File: config.mk
export PLATFORM = sky130hd
export DESIGN_NAME = tlb_mgmt_port
export DESIGN_NICKNAME = d
export VERILOG_FILES = /design/src/rtl/tlb_mgmt_pkg.sv /design/src/rtl/tlb_mgmt_ctrl.sv /design/src/rtl/tlb_mgmt_search.sv /design/src/rtl/tlb_mgmt_datapath.sv /design/src/rtl/tlb_mgmt_port.sv
export SDC_FILE = /design/constraint.sdc
export NUM_CORES = 2
export LEC_CHECK = 0
export CORE_ASPECT_RATIO = 1.4
export CORE_MARGIN = 10
export CORE_UTILIZATION = 31
export DETAILED_ROUTE_END_ITERATION = 8
export GPL_TIMING_DRIVEN = 0
export PLACE_DENSITY = 0.47
export SETUP_SLACK_MARGIN = 0.15
export SYNTH_ARGS = -nofsm -noshare
export SYNTH_HDL_FRONTEND = slang
export SYNTH_SLANG_ARGS = --single-unit
File: constraint.sdc
create_clock -name clk -period 15.1 [get_ports clk]
set_input_delay 3.775 -clock clk [delete_from_list [all_inputs] [get_ports clk]]
set_output_delay 3.775 -clock clk [all_outputs]
set_load 0.02 [all_outputs]
File: src/rtl/tlb_mgmt_pkg.sv
package tlb_mgmt_pkg;

  localparam int WORD_W = 32;

  typedef enum logic [2:0] {
    SEL_WORD   = 3'd0,
    SEL_TAG    = 3'd1,
    SEL_INDEX  = 3'd2,
    SEL_SEARCH = 3'd3,
    SEL_PID    = 3'd4,
    SEL_ZONE   = 3'd5
  } reg_sel_e;

  // strobes from decode/control to the datapath
  typedef struct packed {
    logic wrWord;
    logic wrTag;
    logic wrIndex;
    logic wrPid;
    logic wrZone;
    logic search;
    logic rdEn;
    logic rdWord;
    logic rdTag;
    logic rdIndex;
    logic rdPid;
    logic rdZone;
    logic pidLoad;
  } ctrl_stb_t;

endpackage

File: src/rtl/tlb_mgmt_ctrl.sv
module tlb_mgmt_ctrl
  import tlb_mgmt_pkg::*;
(
  input  logic       wrEn,
  input  logic [2:0] wrSel,
  input  logic       rdEn,
  input  logic [2:0] rdSel,
  input  logic [1:0] mmuMode,
  input  logic [1:0] accessLevel,
  output ctrl_stb_t  stb
);

  logic portOn;
  logic privWr;
  logic rdPerm;

  assign portOn = (mmuMode >= 2'd2) && (accessLevel != 2'd0);
  assign privWr = accessLevel[1];
  assign rdPerm = accessLevel[0];

  always_comb begin
    stb = '0;
    stb.rdEn = rdEn;
    if (wrEn && portOn) begin
      case (reg_sel_e'(wrSel))
        SEL_WORD:   stb.wrWord  = 1'b1;
        SEL_TAG:    stb.wrTag   = 1'b1;
        SEL_INDEX:  stb.wrIndex = 1'b1;
        SEL_SEARCH: stb.search  = privWr;
        SEL_PID:    stb.wrPid   = privWr;
        SEL_ZONE:   stb.wrZone  = privWr;
        default:    ;
      endcase
    end
    if (rdEn && portOn) begin
      case (reg_sel_e'(rdSel))
        SEL_WORD:  stb.rdWord  = rdPerm;
        SEL_TAG: begin
          stb.rdTag   = rdPerm;
          stb.pidLoad = rdPerm;
        end
        SEL_INDEX: stb.rdIndex = 1'b1;
        SEL_PID:   stb.rdPid   = rdPerm;
        SEL_ZONE:  stb.rdZone  = rdPerm;
        default:   ;
      endcase
    end
  end

endmodule

File: src/rtl/tlb_mgmt_search.sv
module tlb_mgmt_search #(
  parameter int ENTRIES    = 16,
  parameter int TID_W      = 8,
  parameter int ZONE_LIMIT = 15,
  localparam int IDXW      = (ENTRIES > 1) ? $clog2(ENTRIES) : 1
) (
  input  logic             clk,
  input  logic             rstN,
  input  logic             start,
  input  logic [31:0]      key,
  input  logic             userMode,
  input  logic [TID_W-1:0] pid,
  input  logic [31:0]      zpr,
  input  logic [31:0]      tags  [ENTRIES],
  input  logic [3:0]       zones [ENTRIES],
  input  logic [TID_W-1:0] tids  [ENTRIES],
  output logic             resValid,
  output logic             resHit,
  output logic [IDXW-1:0]  resIdx
);

  logic [31:0]      keyQ;
  logic             armQ;
  logic [ENTRIES-1:0] hitVec;
  logic             anyHit;
  logic [IDXW-1:0]  firstIdx;

  function automatic logic [31:0] pageMask(input logic [2:0] code);
    int sh;
    sh = 10 + 2 * int'(code);
    return ~((32'd1 << sh) - 32'd1);
  endfunction

  generate
    for (genvar g = 0; g < ENTRIES; g++) begin : g_entry
      logic [31:0] mask;
      logic        pageEq;
      logic        tidOk;
      logic [1:0]  zoneBits;
      logic        zoneOk;
      always_comb begin
        mask     = pageMask(tags[g][9:7]);
        pageEq   = ((keyQ & mask) == (tags[g] & mask));
        tidOk    = (tids[g] == '0) || (tids[g] == pid);
        zoneBits = 2'(zpr >> (5'd30 - {zones[g], 1'b0}));
        if (int'(zones[g]) > ZONE_LIMIT) zoneBits = 2'b01;
        zoneOk   = !((zoneBits == 2'b00) && userMode);
        hitVec[g] = tags[g][6] && pageEq && tidOk && zoneOk;
      end
    end
  endgenerate

  always_comb begin
    firstIdx = '0;
    anyHit   = 1'b0;
    for (int i = ENTRIES - 1; i >= 0; i--) begin
      if (hitVec[i]) begin
        firstIdx = IDXW'(i);
        anyHit   = 1'b1;
      end
    end
  end

  always_ff @(posedge clk) begin
    if (!rstN) begin
      keyQ     <= '0;
      armQ     <= 1'b0;
      resValid <= 1'b0;
      resHit   <= 1'b0;
      resIdx   <= '0;
    end else begin
      armQ <= start;
      if (start) keyQ <= key;
      resValid <= armQ;
      resHit   <= armQ && anyHit;
      resIdx   <= firstIdx;
    end
  end

endmodule

File: src/rtl/tlb_mgmt_datapath.sv
module tlb_mgmt_datapath
  import tlb_mgmt_pkg::*;
#(
  parameter int ENTRIES    = 16,
  parameter int TID_W      = 8,
  parameter int ZONE_LIMIT = 15
) (
  input  logic        clk,
  input  logic        rstN,
  input  logic        userMode,
  input  ctrl_stb_t   stb,
  input  logic [31:0] wrValue,
  output logic        rdValid,
  output logic [31:0] rdData
);

  localparam int IDXW = (ENTRIES > 1) ? $clog2(ENTRIES) : 1;

  logic [31:0]      tlbxQ;
  logic [TID_W-1:0] pidQ;
  logic [31:0]      zprQ;
  logic [31:0]      tagQ  [ENTRIES];
  logic [31:0]      wordQ [ENTRIES];
  logic [TID_W-1:0] tidQ  [ENTRIES];
  logic [3:0]       zoneSel [ENTRIES];

  logic [7:0]       rawIdx;
  logic             entryOk;
  logic [IDXW-1:0]  slot;
  logic [31:0]      rdMux;

  logic             resValid;
  logic             resHit;
  logic [IDXW-1:0]  resIdx;

  assign rawIdx  = tlbxQ[7:0];
  assign entryOk = ({24'b0, rawIdx} < 32'(ENTRIES));
  assign slot    = rawIdx[IDXW-1:0];

  generate
    for (genvar g = 0; g < ENTRIES; g++) begin : g_zone
      assign zoneSel[g] = wordQ[g][7:4];
    end
  endgenerate

  tlb_mgmt_search #(
    .ENTRIES(ENTRIES), .TID_W(TID_W), .ZONE_LIMIT(ZONE_LIMIT)
  ) search_i (
    .clk      (clk),
    .rstN     (rstN),
    .start    (stb.search),
    .key      (wrValue),
    .userMode (userMode),
    .pid      (pidQ),
    .zpr      (zprQ),
    .tags     (tagQ),
    .zones    (zoneSel),
    .tids     (tidQ),
    .resValid (resValid),
    .resHit   (resHit),
    .resIdx   (resIdx)
  );

  always_comb begin
    rdMux = '0;
    if (stb.rdWord && entryOk)     rdMux = wordQ[slot];
    else if (stb.rdTag && entryOk) rdMux = tagQ[slot];
    else if (stb.rdIndex)          rdMux = tlbxQ;
    else if (stb.rdPid)            rdMux = 32'(pidQ);
    else if (stb.rdZone)           rdMux = zprQ;
  end

  always_ff @(posedge clk) begin
    if (!rstN) begin
      tlbxQ   <= '0;
      pidQ    <= '0;
      zprQ    <= '0;
      rdValid <= 1'b0;
      rdData  <= '0;
      for (int i = 0; i < ENTRIES; i++) begin
        tagQ[i]  <= '0;
        wordQ[i] <= '0;
        tidQ[i]  <= '0;
      end
    end else begin
      if (stb.wrTag && entryOk) begin
        tagQ[slot] <= wrValue;
        tidQ[slot] <= pidQ;
      end
      if (stb.wrWord && entryOk) wordQ[slot] <= wrValue;
      if (stb.pidLoad && entryOk) pidQ <= tidQ[slot];
      if (stb.wrPid)  pidQ <= wrValue[TID_W-1:0];
      if (stb.wrZone) zprQ <= wrValue;
      if (stb.wrIndex)       tlbxQ <= wrValue;
      else if (resValid)     tlbxQ <= resHit ? 32'(resIdx) : (tlbxQ | 32'h8000_0000);
      rdValid <= stb.rdEn;
      rdData  <= stb.rdEn ? rdMux : 32'd0;
    end
  end

endmodule

File: src/rtl/tlb_mgmt_port.sv
module tlb_mgmt_port
  import tlb_mgmt_pkg::*;
#(
  parameter int ENTRIES    = 16,
  parameter int TID_W      = 8,
  parameter int ZONE_LIMIT = 15
) (
  input  logic        clk,
  input  logic        rstN,
  input  logic [1:0]  mmuMode,
  input  logic [1:0]  accessLevel,
  input  logic        userMode,
  input  logic        wrEn,
  input  logic [2:0]  wrSel,
  input  logic [31:0] wrValue,
  input  logic        rdEn,
  input  logic [2:0]  rdSel,
  output logic        rdValid,
  output logic [31:0] rdData
);

  ctrl_stb_t stb;

  tlb_mgmt_ctrl ctrl_i (
    .wrEn        (wrEn),
    .wrSel       (wrSel),
    .rdEn        (rdEn),
    .rdSel       (rdSel),
    .mmuMode     (mmuMode),
    .accessLevel (accessLevel),
    .stb         (stb)
  );

  tlb_mgmt_datapath #(
    .ENTRIES(ENTRIES), .TID_W(TID_W), .ZONE_LIMIT(ZONE_LIMIT)
  ) dp_i (
    .clk      (clk),
    .rstN     (rstN),
    .userMode (userMode),
    .stb      (stb),
    .wrValue  (wrValue),
    .rdValid  (rdValid),
    .rdData   (rdData)
  );

endmodule

# Yosys cells after proc, flatten, opt, wreduce, memory -nomap -nowiden
# Memory sizes are Yosys's and may differ from the RTL's. A register that Yosys moved wholly into a read port is not among the register bits.
# Cells that the tools add are included.
totals:
  regBits: 784
  latchBits: 0
  ram_bits: 512
  mem_bits_ro: 0
  inputBits: 47
  out_inout_bits: 33
  elab_cells: 448
  mem_count: 1
memory_table:
  columns: ["name", "depth", "word_bits", "read_ports", "rd_ports_with_merged_regs", "write_ports", "line_no", "rtl"]
  rows:
  - ["dp_i.wordQ", 16, 32, 17, 1, 16, "tlb_mgmt_datapath.sv:23", "logic [31:0] wordQ [ENTRIES];"]
classes:
  n_addsub: 48
  n_mul: 0
  div: 0
  n_lt_le_gt_ge: 4
  n_eq_ne: 41
  shifts: 32
  mux: 75
  bitwise_logic: 50
  reduce_logical: 151
ops:
  columns: ["operator", "n"]
  rows:
  - ["$and A32 B32 Y32", 32]
  - ["$bwmux W512", 1]
  - ["$eq A32 B32 Y1", 16]
  - ["$not A32 Y32", 16]
  - ["$shl A1 B5 Y32 const A", 16]
  - ["$shr A32 B5 Y2", 16]
  - ["$sub A32 B1 Y32 const B", 16]
  - ["$mux W32", 12]
  - ["$bmux W32 S4", 1]
  - ["$bwmux W128", 1]
  - ["$demux W32 S4", 1]
  - ["$eq A8 B8 Y1", 16]
  - ["$logic_not A8 Y1", 16]
  - ["$add A4 B4 Y5 const A", 16]
  - ["$sub A5 B5 Y5 const A", 16]
  - ["$logic_and A1 B1 Y1", 74]
  - ["$mux W4", 11]
  - ["$mux W8", 5]
  - ["$mux W1", 33]
  - ["$bmux W8 S4", 1]
  - ["$demux W8 S4", 1]
  - ["$logic_not A2 Y1", 16]
  - ["$reduce_or A32 Y1", 1]
  - ["$logic_not A1 Y1", 16]
  - ["20 further kinds", 51]

# Longest topological paths before layout
logic_depth:
  word_depth: 26
  depth_mapped: 23
  ltp_nobuf: 17

# Modules after synthesis
# Synthesis repeated with hierarchy kept, for this count alone.
unflattened:
  hier_cells: 7971
  area_unflattened_um2: 76205.6
by_module_without_submodules:
  columns: ["mod", "n_inst", "cells_each", "area_per_inst_um2", "seq_area_each_um2"]
  rows:
  - ["tlb_mgmt_datapath", 1, 5227, 56528.0, 30369.1]
  - ["tlb_mgmt_search", 1, 2721, 19512.5, 780.7]
  - ["tlb_mgmt_ctrl", 1, 23, 165.2, 0.0]

# Least setup slack after synthesis
# OpenSTA, ideal clock, no wires.
synth_path:
  path_kind: "input to register"
  from: "in wrEn"
  to: "mem dp_i.wordQ[15][0] (enable)"
  setup_ns: 0.466
  t_arrival_ns: 7.047
  required_time_ns: 14.634
  path_slack_ns: 7.587
  stages: 6
  n_path_buf: 0
  path_cell_list: "nand2_1 > nor2_1 > nor4b_1 > and3_1 > nand3_1 > o21ai_0"
synth_lines:
  columns: ["element", "line_no", "rtl"]
  rows:
  - ["from (decl)", "tlb_mgmt_port.sv:13", "input logic wrEn,"]
  - ["to (decl)", "tlb_mgmt_datapath.sv:23", null]

==> out/qor.csv <==
stage;metric;value;unit
outcome;status;complete, but fails checks;
outcome;failed_checks;capacitance limit, slew limit;
placement;place.gp.congestion;1.05;
synthesis;yosys.area.top_type;dfxtp_1;
sta;fin_crit;8.62;ns
clock_tree;cts_sinks;1300;
drt;via_count;68791;
synthesis;synthDistinctLibCells;97;
clock_tree;cts-htree-levels;4;
cells_and_area;nFillCells;25175;
cells_and_area;final_common_cell;nand2_1;
drt;route.detailed.wl_per_inst;38.3;um
clock_tree;cts_resized;0;
global_route;grt_pass1_vias;65983;
sta;worst_slew_pin_slew;1.69;ns
sta;fmax;116;MHz
synthesis;yosys_register_bits;1300;
die;die-width;438;um
synthesis;yosysSeqAreaShare;41.1;%
die;die_h;605;um
worst_hold_path;min-delay-start;dp_i.tagQ[64];
critical_path;start_kind;input port;
sta;finalSetupViolCount;0;
synthesis;avgSynthCellArea;9.54;um2
critical_path;critPathKind;in -> reg;
power_and_ir_drop;leakage;28.8;nW
die;die-area;265000;um2
clock_tree;cts_root_buf;clkbuf_16;
worst_hold_path;holdPathStages;2;
global_route;grt_pass1_wl;588000;um
die;ioPinCount;80;
clock_tree;numCtsBuffers;156;
worst_hold_path;hold_path_end;dp_i.tagQ[64];
cells_and_area;nets;8293;
worst_hold_path;holdCritPathClass;reg -> reg;
synthesis;async_flop_share;0;%
critical_path;crit_arrival;9.14;ns
power_and_ir_drop;powerDensity;93.6;nW/um2
placement;dp_hpwl;345000;um
drt;via_per_inst;5.93;
critical_path;r2r_setup_slack;8.13;ns
sta;rsz0062_at_grt;false;
drt;dr.first_iter.drc_count;8683;
sta;fin_crit_sh;57.1;%
clock_tree;cts_buffer_depth;4;
synthesis;mappedNetlistArea;75900;um2
clock_tree;postCtsSetupBuffers;0;
critical_path;end_kind;flip-flop;
cells_and_area;syn_to_final_growth;14.0;%
die;rows;214;
critical_path;r2r_cells;20;
drt;ant_nets;0;
cells_and_area;final_cell_mix;nand2_1, dfxtp_1, a21boi_0, clkbuf_1, and2_1;
sta;slew_headroom;-12.8;%
sta;fin_skew;0.116;ns
global_route;grt_max_degree;23;
critical_path;cp_data_required_time;15.62;ns
die;fp.coreArea;243000;um2
clock_tree;hold_buffers;0;
global_route;antenna_found_initial;89;
placement;port_buffers;44;
clock_tree;cts_tree;done;
cells_and_area;drive_gt1_share;10.7;%
synthesis;synth_edf_count;512;
clock_tree;clk_latency;0.93;ns
critical_path;crit_fanout;22;
critical_path;timing.rr.end;dp_i.search_i.resIdx[1];
critical_path;r2r_start;dp_i.tagQ[136];
drt;wirelength;444000;um
synthesis;synth_cells;7955;
sta;drv_slew;145;
flow_run;drv_cap;16;
synthesis;yosysWarningCount;0;
drt;firstDrtPassIters;7;
sta;hold_slack;0.465;ns
clock_tree;cts.clk_slew.worst_paths;0.06;ns
global_route;grt_overflow;0;
sta;tns;0;ns
die;start_util;31.2;%
synthesis;synth_area_leaders;dfxtp_1, edfxtp_1, mux4_2, nand2_1, a21boi_0;
synthesis;synth-main-ff-cell;dfxtp_1;
sta;final_hold_viol_count;0;
power_and_ir_drop;ir_drop;0.0763;mV
drt;drc_errors;0;
power_and_ir_drop;total_power;8.09;mW
global_route;groute.usage.overall;32.2;%
synthesis;synth_top_area_share;20.8;%
-- registers in the layout (all words and copies together) (netlist names), 4 cells and up, named ones only --
| register | count |
|---|---|
| dp_i.rdData | 32 |
| dp_i.tidQ | 128 |
| dp_i.tagQ | 512 |
| dp_i.tlbxQ | 32 |
| dp_i.pidQ | 8 |
| dp_i.search_i.keyQ | 32 |
| dp_i.search_i.resIdx | 4 |
| dp_i.wordQ | 512 |
| dp_i.zprQ | 32 |
-- through the flow --
stage                     setup WS [ns]  cell area [um2]  cells  util, %
final                              6.48            86500  11603     35.6
after global routing               6.74            86400  11572     35.5
after CTS                          6.86            86300  11555     35.5
after detailed placement           6.02            81300  11284     33.4
after global placement             3.02            80400  11246     33.1
after floorplan                    7.59            75900   7962        -
-- area by class of cell --
cell class	count	area, um2	share of cell area (%)
clock buffer	212	4330	5.01
multi-input combinational	5766	41500	48.0
tap	3240	4050	4.69
inverter	85	319	0.369
antenna	44	110	0.127
clock inverter	59	642	0.742
sequential	1300	31100	36.0
timing repair buffer	86	1180	1.36
buffer	811	3220	3.72
-- worst max path at each step --
stage / from / to / slack (ns) / depth (start not counted)
3_3_place_gp: mmuMode[1] / dp_i.wordQ[13][30] / 3.02 / 7
3_5_place_dp: mmuMode[1] / dp_i.wordQ[3][6] / 6.02 / 9
2_1_floorplan: wrEn / dp_i.wordQ[15][0] / 7.59 / 6
4_1_cts: mmuMode[1] / dp_i.wordQ[3][4] / 6.86 / 9
6_report: mmuMode[1] / dp_i.wordQ[3][6] / 6.48 / 9
5_1_grt: mmuMode[1] / dp_i.wordQ[3][6] / 6.74 / 9
-- cell families after synthesis --
| logic type | count (synthesis) | synth area share (%) |
|---|---|---|
| and+or+nand+nor | 2955 | 17.9 |
| AOI/OAI and AO/OA | 1689 | 15.6 |
| DFF | 1300 | 41.1 |
| buffers and inverters | 896 | 4.58 |
| xor gates and xnor gates | 605 | 6.98 |
| muxes | 461 | 13.1 |
| adders and majority gates | 48 | 0.765 |
| other | 1 | 0.00494 |
-- critical path, stage by stage --
cell and delay, ns:
clkdlybuf4s50_1 0.66, nand2_1 0.09, nor2_1 0.45, nor4b_1 0.96, and3_1 0.36, nand3_1 0.60
nor3_1 1.33, nand2b_2 0.59, buf_12 0.26
-- metal layers --
metal  wire (um)  global-route usage (%)
met5         346                       0
met4       51100                    30.4
met3       33900                    7.38
met2      207000                    53.1
met1      151000                    33.9
-- synth_stat cells, types with 25 or more instances --
cell          n
a21boi_0    734
inv_1        79
nor3_1       83
a221oi_1     28
a22oi_1      30
nand4_1      55
mux4_2      422
ha_1         40
a2111oi_0    26
clkbuf_1    690
nor2b_1      36
edfxtp_1    512
xnor2_1     299
buf_2        70
nand2_1    1702
o2111ai_1    25
a211oi_1     39
a222oi_1     37
nor4_1       96
nand2b_1     40
xor2_1      306
a31oi_1      32
nor2_1      226
nand3_1      85
a21oi_1     217
and2_1      535
o21ai_0     267
buf_1        48
dfxtp_1     788
-- where the power goes --
part / leakage (nW) / total [mW] / switching [mW] / internal, mW
clock: 2.44 / 3.88 / 1.68 / 2.20
combinational: 14.8 / 0.502 / 0.369 / 0.133
sequential: 11.6 / 3.71 / 0.0245 / 3.69
Note: power is estimated with default switching activity, not from simulation.
